==> src/rtl/pkt_frame_pkg.sv <==
package pkt_frame_pkg;
  localparam int BYTE_W = 8;
  localparam int NUM_CTRL = 3;
  localparam logic [BYTE_W-1:0] FRAME_OPEN  = 8'h0F;
  localparam logic [BYTE_W-1:0] FRAME_CLOSE = 8'h04;
  localparam logic [BYTE_W-1:0] ESC_MARK    = 8'h05;
  localparam logic [BYTE_W-1:0] CTRL_SET [NUM_CTRL] = '{FRAME_OPEN, FRAME_CLOSE, ESC_MARK};

  typedef enum logic [3:0] {
    ST_IDLE,
    ST_OPEN1,
    ST_OPEN2,
    ST_FETCH,
    ST_DESC,
    ST_DBYTE,
    ST_CESC,
    ST_CBYTE,
    ST_CLOSE
  } tx_state_e;
endpackage

==> src/rtl/pkt_frame_ctrl_match.sv <==
module pkt_frame_ctrl_match
  import pkt_frame_pkg::*;
(
  input  logic [BYTE_W-1:0] byte_in,
  output logic              is_ctrl
);
  logic [NUM_CTRL-1:0] hit;

  for (genvar g = 0; g < NUM_CTRL; g++) begin : g_cmp
    assign hit[g] = (byte_in == CTRL_SET[g]);
  end

  assign is_ctrl = |hit;
endmodule

==> src/rtl/pkt_frame_sum.sv <==
module pkt_frame_sum #(
  parameter int BW = 8
) (
  input  logic          clk,
  input  logic          rst_n,
  input  logic          clr,
  input  logic          add_en,
  input  logic [BW-1:0] add_val,
  output logic [BW-1:0] cks
);
  logic [BW-1:0] acc_q;

  always_ff @(posedge clk or negedge rst_n) begin
    if (!rst_n)      acc_q <= '0;
    else if (clr)    acc_q <= '0;
    else if (add_en) acc_q <= acc_q + add_val;
  end

  assign cks = (~acc_q) + BW'(1);
endmodule

==> src/rtl/pkt_frame_seq.sv <==
module pkt_frame_seq
  import pkt_frame_pkg::*;
#(
  parameter int LEN_W = 8
) (
  input  logic              clk,
  input  logic              rst_n,
  input  logic              start,
  input  logic [LEN_W-1:0]  pkt_len,
  input  logic [BYTE_W-1:0] in_data,
  input  logic              in_valid,
  input  logic              in_is_ctrl,
  input  logic [BYTE_W-1:0] cks,
  input  logic              cks_is_ctrl,
  input  logic              out_ready,
  output logic              in_ready,
  output logic [BYTE_W-1:0] out_data,
  output logic              out_valid,
  output logic              busy,
  output logic              done,
  output logic              sum_clr,
  output logic              sum_add
);
  tx_state_e         st_q, st_d;
  logic [LEN_W-1:0]  len_q, len_d, cnt_q, cnt_d;
  logic [BYTE_W-1:0] obyte_q, obyte_d, hold_q, hold_d;
  logic              done_d;
  logic              fire_o, fire_i, last_data;

  assign out_valid = (st_q != ST_IDLE) && (st_q != ST_FETCH);
  assign in_ready  = (st_q == ST_FETCH);
  assign busy      = (st_q != ST_IDLE);
  assign out_data  = obyte_q;
  assign fire_o    = out_valid && out_ready;
  assign fire_i    = in_valid && in_ready;
  assign last_data = (cnt_q == len_q);
  assign sum_add   = fire_i;
  assign sum_clr   = (st_q == ST_IDLE) && start;

  always_comb begin
    st_d    = st_q;
    len_d   = len_q;
    cnt_d   = cnt_q;
    obyte_d = obyte_q;
    hold_d  = hold_q;
    done_d  = 1'b0;
    unique case (st_q)
      ST_IDLE: if (start) begin
        len_d   = pkt_len;
        cnt_d   = '0;
        obyte_d = FRAME_OPEN;
        st_d    = ST_OPEN1;
      end
      ST_OPEN1: if (fire_o) begin
        obyte_d = FRAME_OPEN;
        st_d    = ST_OPEN2;
      end
      ST_OPEN2, ST_DBYTE: if (fire_o) begin
        if (last_data) begin
          if (cks_is_ctrl) begin
            obyte_d = ESC_MARK;
            hold_d  = cks;
            st_d    = ST_CESC;
          end else begin
            obyte_d = cks;
            st_d    = ST_CBYTE;
          end
        end else begin
          st_d = ST_FETCH;
        end
      end
      ST_FETCH: if (fire_i) begin
        cnt_d = cnt_q + LEN_W'(1);
        if (in_is_ctrl) begin
          obyte_d = ESC_MARK;
          hold_d  = in_data;
          st_d    = ST_DESC;
        end else begin
          obyte_d = in_data;
          st_d    = ST_DBYTE;
        end
      end
      ST_DESC: if (fire_o) begin
        obyte_d = hold_q;
        st_d    = ST_DBYTE;
      end
      ST_CESC: if (fire_o) begin
        obyte_d = hold_q;
        st_d    = ST_CBYTE;
      end
      ST_CBYTE: if (fire_o) begin
        obyte_d = FRAME_CLOSE;
        st_d    = ST_CLOSE;
      end
      ST_CLOSE: if (fire_o) begin
        done_d = 1'b1;
        st_d   = ST_IDLE;
      end
      default: st_d = ST_IDLE;
    endcase
  end

  always_ff @(posedge clk or negedge rst_n) begin
    if (!rst_n) begin
      st_q    <= ST_IDLE;
      len_q   <= '0;
      cnt_q   <= '0;
      obyte_q <= '0;
      hold_q  <= '0;
      done    <= 1'b0;
    end else begin
      st_q    <= st_d;
      len_q   <= len_d;
      cnt_q   <= cnt_d;
      obyte_q <= obyte_d;
      hold_q  <= hold_d;
      done    <= done_d;
    end
  end
endmodule

==> src/rtl/pkt_frame_tx.sv <==
module pkt_frame_tx
  import pkt_frame_pkg::*;
#(
  parameter int LEN_W = 8
) (
  input  logic              clk,
  input  logic              rst_n,
  input  logic              start,
  input  logic [LEN_W-1:0]  pkt_len,
  input  logic [BYTE_W-1:0] in_data,
  input  logic              in_valid,
  output logic              in_ready,
  output logic [BYTE_W-1:0] out_data,
  output logic              out_valid,
  input  logic              out_ready,
  output logic              busy,
  output logic              done
);
  logic              in_is_ctrl, cks_is_ctrl, sum_clr, sum_add;
  logic [BYTE_W-1:0] cks;

  pkt_frame_ctrl_match u_in_match (.byte_in(in_data), .is_ctrl(in_is_ctrl));
  pkt_frame_ctrl_match u_ck_match (.byte_in(cks),     .is_ctrl(cks_is_ctrl));

  pkt_frame_sum #(.BW(BYTE_W)) u_sum (
    .clk(clk), .rst_n(rst_n), .clr(sum_clr), .add_en(sum_add),
    .add_val(in_data), .cks(cks)
  );

  pkt_frame_seq #(.LEN_W(LEN_W)) u_seq (
    .clk(clk), .rst_n(rst_n), .start(start), .pkt_len(pkt_len),
    .in_data(in_data), .in_valid(in_valid), .in_is_ctrl(in_is_ctrl),
    .cks(cks), .cks_is_ctrl(cks_is_ctrl), .out_ready(out_ready),
    .in_ready(in_ready), .out_data(out_data), .out_valid(out_valid),
    .busy(busy), .done(done), .sum_clr(sum_clr), .sum_add(sum_add)
  );
endmodule

==> config.mk <==
export PLATFORM = sky130hd
export DESIGN_NAME = pkt_frame_tx
export DESIGN_NICKNAME = d
export VERILOG_FILES = /design/src/rtl/pkt_frame_pkg.sv /design/src/rtl/pkt_frame_ctrl_match.sv /design/src/rtl/pkt_frame_sum.sv /design/src/rtl/pkt_frame_seq.sv /design/src/rtl/pkt_frame_tx.sv
export SDC_FILE = /design/constraint.sdc
export NUM_CORES = 1
export LEC_CHECK = 0
export BUFFER_PORTS_ARGS = -buffer_cell sky130_fd_sc_hd__buf_4
export CAP_MARGIN = 20
export CORE_MARGIN = 2
export CORE_UTILIZATION = 58
export DETAILED_ROUTE_END_ITERATION = 10
export PLACE_DENSITY = 0.78
export REMOVE_ABC_BUFFERS = 1
export SLEW_MARGIN = 20
export SYNTH_ARGS = -nofsm -noshare
export SYNTH_HDL_FRONTEND = slang
export SYNTH_SLANG_ARGS = --single-unit
==> constraint.sdc <==
create_clock -name clk -period 2.6 [get_ports clk]
set_input_delay 0.26 -clock clk [delete_from_list [all_inputs] [get_ports clk]]
set_output_delay 0.26 -clock clk [all_outputs]
set_load 0.05 [all_outputs]
* Word level (Yosys, flattened, before mapping)
Index checks and enable logic that the tools add are counted.
Cells by class: multiplexer cells 35, equal/unequal tests 28, add/subtract/negate cells 3, reductions and logical operators 19, bitwise logic cells 1
Operators by type and width (count):
- $mux 8 | 18
- $pmux 8 s6 | 1
- $eq 8x3->1 const B | 4
- $mux 4 | 8
- $pmux 4 s8 | 1
- $pmux 8 s2 | 2
- $add 8x1->8 const B | 2
- $eq 4x3->1 const B | 4
- $eq 8x4->1 const B | 2
- $ne 2x1->1 const B | 8
- $reduce_and 8->1 | 2
- $add 8x8->8 | 1
- $eq 4x2->1 const B | 2
- $eq 8x8->1 | 1
- $ne 2x2->1 const B | 4
- $not 8->8 | 1
- $reduce_and 6->1 | 1
- $reduce_bool 2->1 | 3
- $reduce_bool 6->1 | 1
- $reduce_or 3->1 | 2
- $eq 4x1->1 const B | 1
- $eq 4x4->1 const B | 1
- $logic_and 1x1->1 | 4
- $logic_not 4->1 | 1
- other kinds (7) | 11
Storage, ports and cells: logic and storage cells 93, bits of input ports 21, register bits after elaboration 45, output and inout port bits 12

* Longest topological paths before layout
depth after elaboration 8, depth in mapped cells 9, gate-level depth less buffers 8

* Hierarchy
From an unflattened synthesis, not the netlist that was laid out.
Second synthesis, totals: cells, all modules 283, area total of the unflattened synthesis 2959.1 um^2
By module, submodules not included:
- pkt_frame_seq | cells each 192, seq. area each 925.9 um^2, area each 2109.5 um^2, times used 1
- pkt_frame_sum | cells each 83, seq. area each 200.2 um^2, area each 784.5 um^2, times used 1
- pkt_frame_ctrl_match | cells each 4, seq. area each 0.0 um^2, area each 32.5 um^2, times used 2

* Worst setup path before layout
OpenSTA, ideal clock, no wires.
path type reg2reg, start point reg u_sum.acc_q[0], end point reg u_seq.hold_q[0], setup slack 346 ps, arrival time 2129 ps, clock period less this slack 2254 ps, library setup time 125 ps, data required time 2475 ps, cell stages (with the launch flop) 8, buffers on the path 0, path through dfrtp_1 inv_1 ha_1 xor2_1 nor2_1 a31oi_4 a2111oi_4 mux2_2
On the way: longest elaborated chain between the ends 6, elaborated cells on any way between the ends 12, classes of those cells add/sub: 1; eq/ne: 4; mux: 4; bitwise: 1; reduce/logical: 2
RTL lines:
- start, declared | RTL line pkt_frame_sum.sv:11 | logic [BW-1:0] acc_q;
- start signal, assigned | RTL line pkt_frame_sum.sv:16 | else if (add_en) acc_q <= acc_q + add_val;
- $not 8->8 (*) | RTL line pkt_frame_sum.sv:19 | assign cks = (~acc_q) + BW'(1);
- $add 8x1->8 (*) | RTL line pkt_frame_sum.sv:19
- $eq 8x4->1, or another cell as far along | RTL line pkt_frame_ctrl_match.sv:10 | assign hit[g] = (byte_in == CTRL_SET[g]);
- $reduce_or 3->1 or $mux 8 (tied branches) | RTL line pkt_frame_ctrl_match.sv:13, pkt_frame_seq.sv:59
- $ne 2x2->1 (no source line) or $mux 8 (tied branches)
- $reduce_and 6->1 (no source line) or $pmux 8 s2 (tied branches)
- end signal, assigned | RTL line pkt_frame_seq.sv:116 | hold_q <= hold_d;
- end, declared | RTL line pkt_frame_seq.sv:26 | logic [BYTE_W-1:0] obyte_q, obyte_d, hold_q, hold_d;
Every way passes the cells marked *; elsewhere a longest branch is shown, timed or not. The select of a mux whose other input is x is not followed. A chain may end at the register's enable or synchronous reset.

* Worst setup path after layout
start point reg u_seq.cnt_q[3], end point reg u_seq.hold_q[1]
On the way: longest elaborated chain between the ends 3
RTL lines:
- start, declared | RTL line pkt_frame_seq.sv:25 | logic [LEN_W-1:0] len_q, len_d, cnt_q, cnt_d;
- start signal, assigned | RTL line pkt_frame_seq.sv:114 | cnt_q <= cnt_d;
- $eq 8x8->1 | RTL line pkt_frame_seq.sv:36 | assign last_data = (cnt_q == len_q);
- $ne 2x1->1 (no source line)
- $reduce_and 6->1 (no source line)
No other way between the ends.

==> impl_table.tex <==
\begin{tabular}{lr}
\hline
Metric & Value \\
\hline
\multicolumn{2}{l}{\textbf{STA}} \\
\quad Final Slew Violations & 0 \\
\quad Final Cycle Share & 93.1\% \\
\quad Maximum frequency from static timing analysis & 0.413 GHz \\
\quad Worst-case headroom to the max-slew limit & 61.3\% \\
\quad Minimum period implied by the final worst setup slack & 2420 ps \\
\quad Number of failing hold endpoints at the final stage & 0 \\
\quad Final setup violation count & 0 \\
\quad Setup repair after global routing missed its margin & false \\
\quad Worst slew pin tran & 581 ps \\
\quad Final setup TNS & 0 ps \\
\quad Worst Skew & 5.43 ps \\
\multicolumn{2}{l}{\textbf{Worst setup path}} \\
\quad Count of buffer and inverter cells on the critical path & 2 \\
\quad Startpoint of the most critical register-to-register path & u\_seq.cnt\_q[3] \\
\quad Cell chain of the critical path & xor2\_1 > nor4\_1 > buf\_4 > nand2\_1 > a2111oi\_4 > buf\_4 > mux2\_2 \\
\quad Crit path arrival time & 2610 ps \\
\quad Worst setup EP type & register \\
\quad CP Max Fanout & 8 \\
\quad R2R depth & 7 \\
\quad Worst reg2reg path endpoint & u\_seq.hold\_q[1] \\
\quad CP peak stage delay & 460 ps \\
\quad Data required time of the critical path & 2790 ps \\
\quad Startpoint of the most critical setup path & u\_seq.cnt\_q[3] \\
\quad Crit-path leading delay family & simple AND/OR/NAND/NOR gates \\
\quad Crit path to & u\_seq.hold\_q[1] \\
\quad Master of the slowest instance on the critical path & nor4\_1 \\
\quad Cell with the most instances on the worst path & buf\_4 \\
\quad Path type of the worst setup path & register to register \\
\quad Nature of the critical path startpoint & register \\
\quad Setup slack, reg-to-reg & 180 ps \\
\quad Number of cells on the critical path & 7 \\
\multicolumn{2}{l}{\textbf{Power}} \\
\quad Internal portion of total power & 2.24 mW \\
\quad Relative contribution of sequential cells to total power & 29.9\% \\
\quad Peak supply drop & 0.492 mV \\
\quad Power Dens Cells & 1250 nW/um2 \\
\quad Net Sw Power & 1.89 mW \\
\quad Clock group share of total power & 12.4\% \\
\quad Fraction of power consumed by combinational cells & 57.7\% \\
\quad Leakage power figure & 1.58 nW \\
\quad Total power of the final layout & 4.13 mW \\
\quad Switch share & 45.8\% \\
\multicolumn{2}{l}{\textbf{Floorplanning}} \\
\quad Number of rows created at floorplan & 25 \\
\quad I/O pins & 33 \\
\quad Floorplan die area & 5460 um2 \\
\quad Effective utilization at floorplan & 60.0\% \\
\quad Placeable core region & 4720 um2 \\
\quad Die boundary width & 73.9 um \\
\quad Die height & 73.9 um \\
\multicolumn{2}{l}{\textbf{Global route}} \\
\quad Total routing resource utilization after global routing & 26.9\% \\
\quad Largest net degree at the start of global routing & 46 \\
\quad Overflow after GRT & 0 \\
\quad Wire length of the first global-routing pass & 11200 um \\
\quad Number of antenna violations at the first check in global routing & 0 \\
\quad Via count of the first global-routing pass & 2305 \\
\multicolumn{2}{l}{\textbf{Placed design}} \\
\quad Routability-driven placement congestion ratio & 0.950 \\
\quad Number of input and output port buffers inserted & 32 \\
\quad Cell area after placement & 3180 um2 \\
\quad DPL Wire Length & 4900 um \\
\quad \# placed instances & 401 \\
\multicolumn{2}{l}{\textbf{Yosys}} \\
\quad Number of flops mapped to enable cells by yosys & 0 \\
\quad Cell variety after synth & 55 \\
\quad Mean Syn Cell Area & 9.32 um2 \\
\quad Sequential element share of the synthesized area & 39.8\% \\
\quad Primary FF master, synth & dfrtp\_1 \\
\quad Number of standard cells after synthesis & 304 \\
\quad Library cell occupying the most area in the post-synthesis netlist & dfrtp\_1 \\
\quad Netlist area before placement & 2830 um2 \\
\quad Flip-flop and latch count after synthesis & 45 \\
\quad Largest cells by area after synthesis & dfrtp\_1 (40\%), nand2\_1 (7.2\%), ha\_1 (5.3\%) \\
\quad Total of warnings raised by yosys & 0 \\
\quad Fraction of registers with async set/reset & 100\% \\
\quad Fraction of post-synthesis cell area in the top cell type by area & 39.8\% \\
\multicolumn{2}{l}{\textbf{Status}} \\
\quad Run status & finished, final reports clean \\
\multicolumn{2}{l}{\textbf{Detailed routing}} \\
\quad Vias per std cell & 5.89 \\
\quad Number of DRC violations after detailed routing & 0 \\
\quad DR iter-0 viols & 226 \\
\quad Mean routed wirelength per cell & 15.8 um \\
\quad Number of iterations in the first detailed-routing pass & 4 \\
\quad DRT Wirelength & 6470 um \\
\quad Vias & 2413 \\
\quad Number of nets still failing antenna checks after routing & 0 \\
\multicolumn{2}{l}{\textbf{Finish}} \\
\quad Most common library cell in the layout ignoring fill and taps & nand2\_1 \\
\quad Fraction of layout instances using a drive strength above 1 & 22.7\% \\
\quad Ant diodes & 0 \\
\quad Post-route design area & 3300 um2 \\
\quad Top library cells by usage in the layout, fill and taps aside & nand2\_1 (54), dfrtp\_1 (45), buf\_4 (42) \\
\quad Final instance count without filler cells & 410 \\
\quad Post-layout net count & 377 \\
\quad Syn-to-layout area delta & 16.5\% \\
\multicolumn{2}{l}{\textbf{Clock network}} \\
\quad Clock tree sinks & 45 \\
\quad Number of buffers created by CTS & 5 \\
\quad CTS H-tree lvls & 2 \\
\quad Clk\_lat worst skew & 300 ps \\
\quad CTS tree & built \\
\quad Resize count post-CTS & 0 \\
\quad Register clock-pin slew on the reported worst setup and hold paths & 80 ps \\
\quad Buffer type at the clock tree root & clkbuf\_8 \\
\quad Buffer levels on the longest clock path & 2 \\
\multicolumn{2}{l}{\textbf{Hold path}} \\
\quad Worst hold-check path type & primary input to register \\
\multicolumn{2}{l}{\textbf{Flow run}} \\
\quad Max-cap violation count & 0 \\
\hline
\end{tabular}
stage by stage:
| step | util (%) | setup slack (ps) | hold slack [ps] |
|---|---|---|---|
| after floorplan | - | 165 | -35.6 |
| after global placement | 67.3 | 189 | 294 |
| after detailed placement | 67.3 | 111 | 304 |
| after CTS | 69.7 | 103 | 144 |
| after global routing | 69.9 | 84.0 | 146 |
| final | 69.9 | 180 | 151 |
worst min-delay path: stages:
cell	delay (ps)
buf_4	70
nand2_1	40
nand2_1	40
sequential cells by signal, summed over array words and instances (netlist names):
register	count
u_seq.st_q	4
u_seq.hold_q	8
u_seq.len_q	8
u_seq.cnt_q	8
u_seq.out_data	8
u_sum.acc_q	8
u_seq.done	1
cell usage after synthesis (3+ instances only):
cell	instances
clkbuf_1	7
a22oi_1	4
mux2_2	11
xnor2_1	5
a21oi_1	11
o22ai_1	8
xor2_1	17
or3_1	3
a31oi_1	5
nor3b_1	3
nand2b_1	3
nand4_1	3
inv_1	10
nor4_1	4
nand2_1	54
nor3_1	4
ha_1	12
and3_1	3
and2_1	3
nor2_1	15
a31o_2	3
nand3_1	7
o21ai_0	17
and2b_2	4
buf_2	4
dfrtp_1	45
o211ai_1	4
cell type report:
class | instances | area [um2]
clock buffers | 5 | 68.8
clock inverters | 2 | 35.0
fillers | 382 | 1420
inverters | 10 | 37.5
multi-input cells | 238 | 1620
flip-flops and latches | 45 | 1130
well taps | 67 | 83.8
repair buffers | 43 | 325
cells by family after synthesis:
| family | synth area share, % |
|---|---|
| buf+inv | 2.96 |
| fa+ha+maj | 6.01 |
| flops | 39.8 |
| compound gates | 18.7 |
| mux | 5.08 |
| simple gates | 20.7 |
| xor+xnor | 6.80 |
per-layer routing:
metal | routed length [um] | track usage, %
met5 | 0 | 0
met4 | 134 | 8.48
met3 | 356 | 5.21
met2 | 2910 | 40.3
met1 | 3070 | 39.2
repair_timing:
item	CTS	global route
endpoints found under the hold margin	45	0
hold buffers	1	0
endpoints found under the setup margin	0	3
buffers inserted	0	1
power groups by stage:
stage	logic, mW	clock network, mW	registers (mW)
2_1_floorplan	1.51	0	1.39
3_3_place_gp	2.31	0	1.23
3_5_place_dp	2.36	0	1.25
4_1_cts	2.37	0.525	1.23
5_1_grt	2.61	0.553	1.28
6_report	2.38	0.513	1.23
how the worst min path moves through the flow:
stage,start,to,slack [ps],cells after the start
2_1_floorplan,rst_n,u_seq.cnt_q[0],-40,0
3_3_place_gp,rst_n,u_seq.out_data[3],290,1
3_5_place_dp,rst_n,u_seq.out_data[3],300,1
4_1_cts,pkt_len[1],u_seq.len_q[1],140,3
5_1_grt,pkt_len[1],u_seq.len_q[1],150,3
6_report,pkt_len[1],u_seq.len_q[1],150,3
Power figures use the tool's default switching activity.
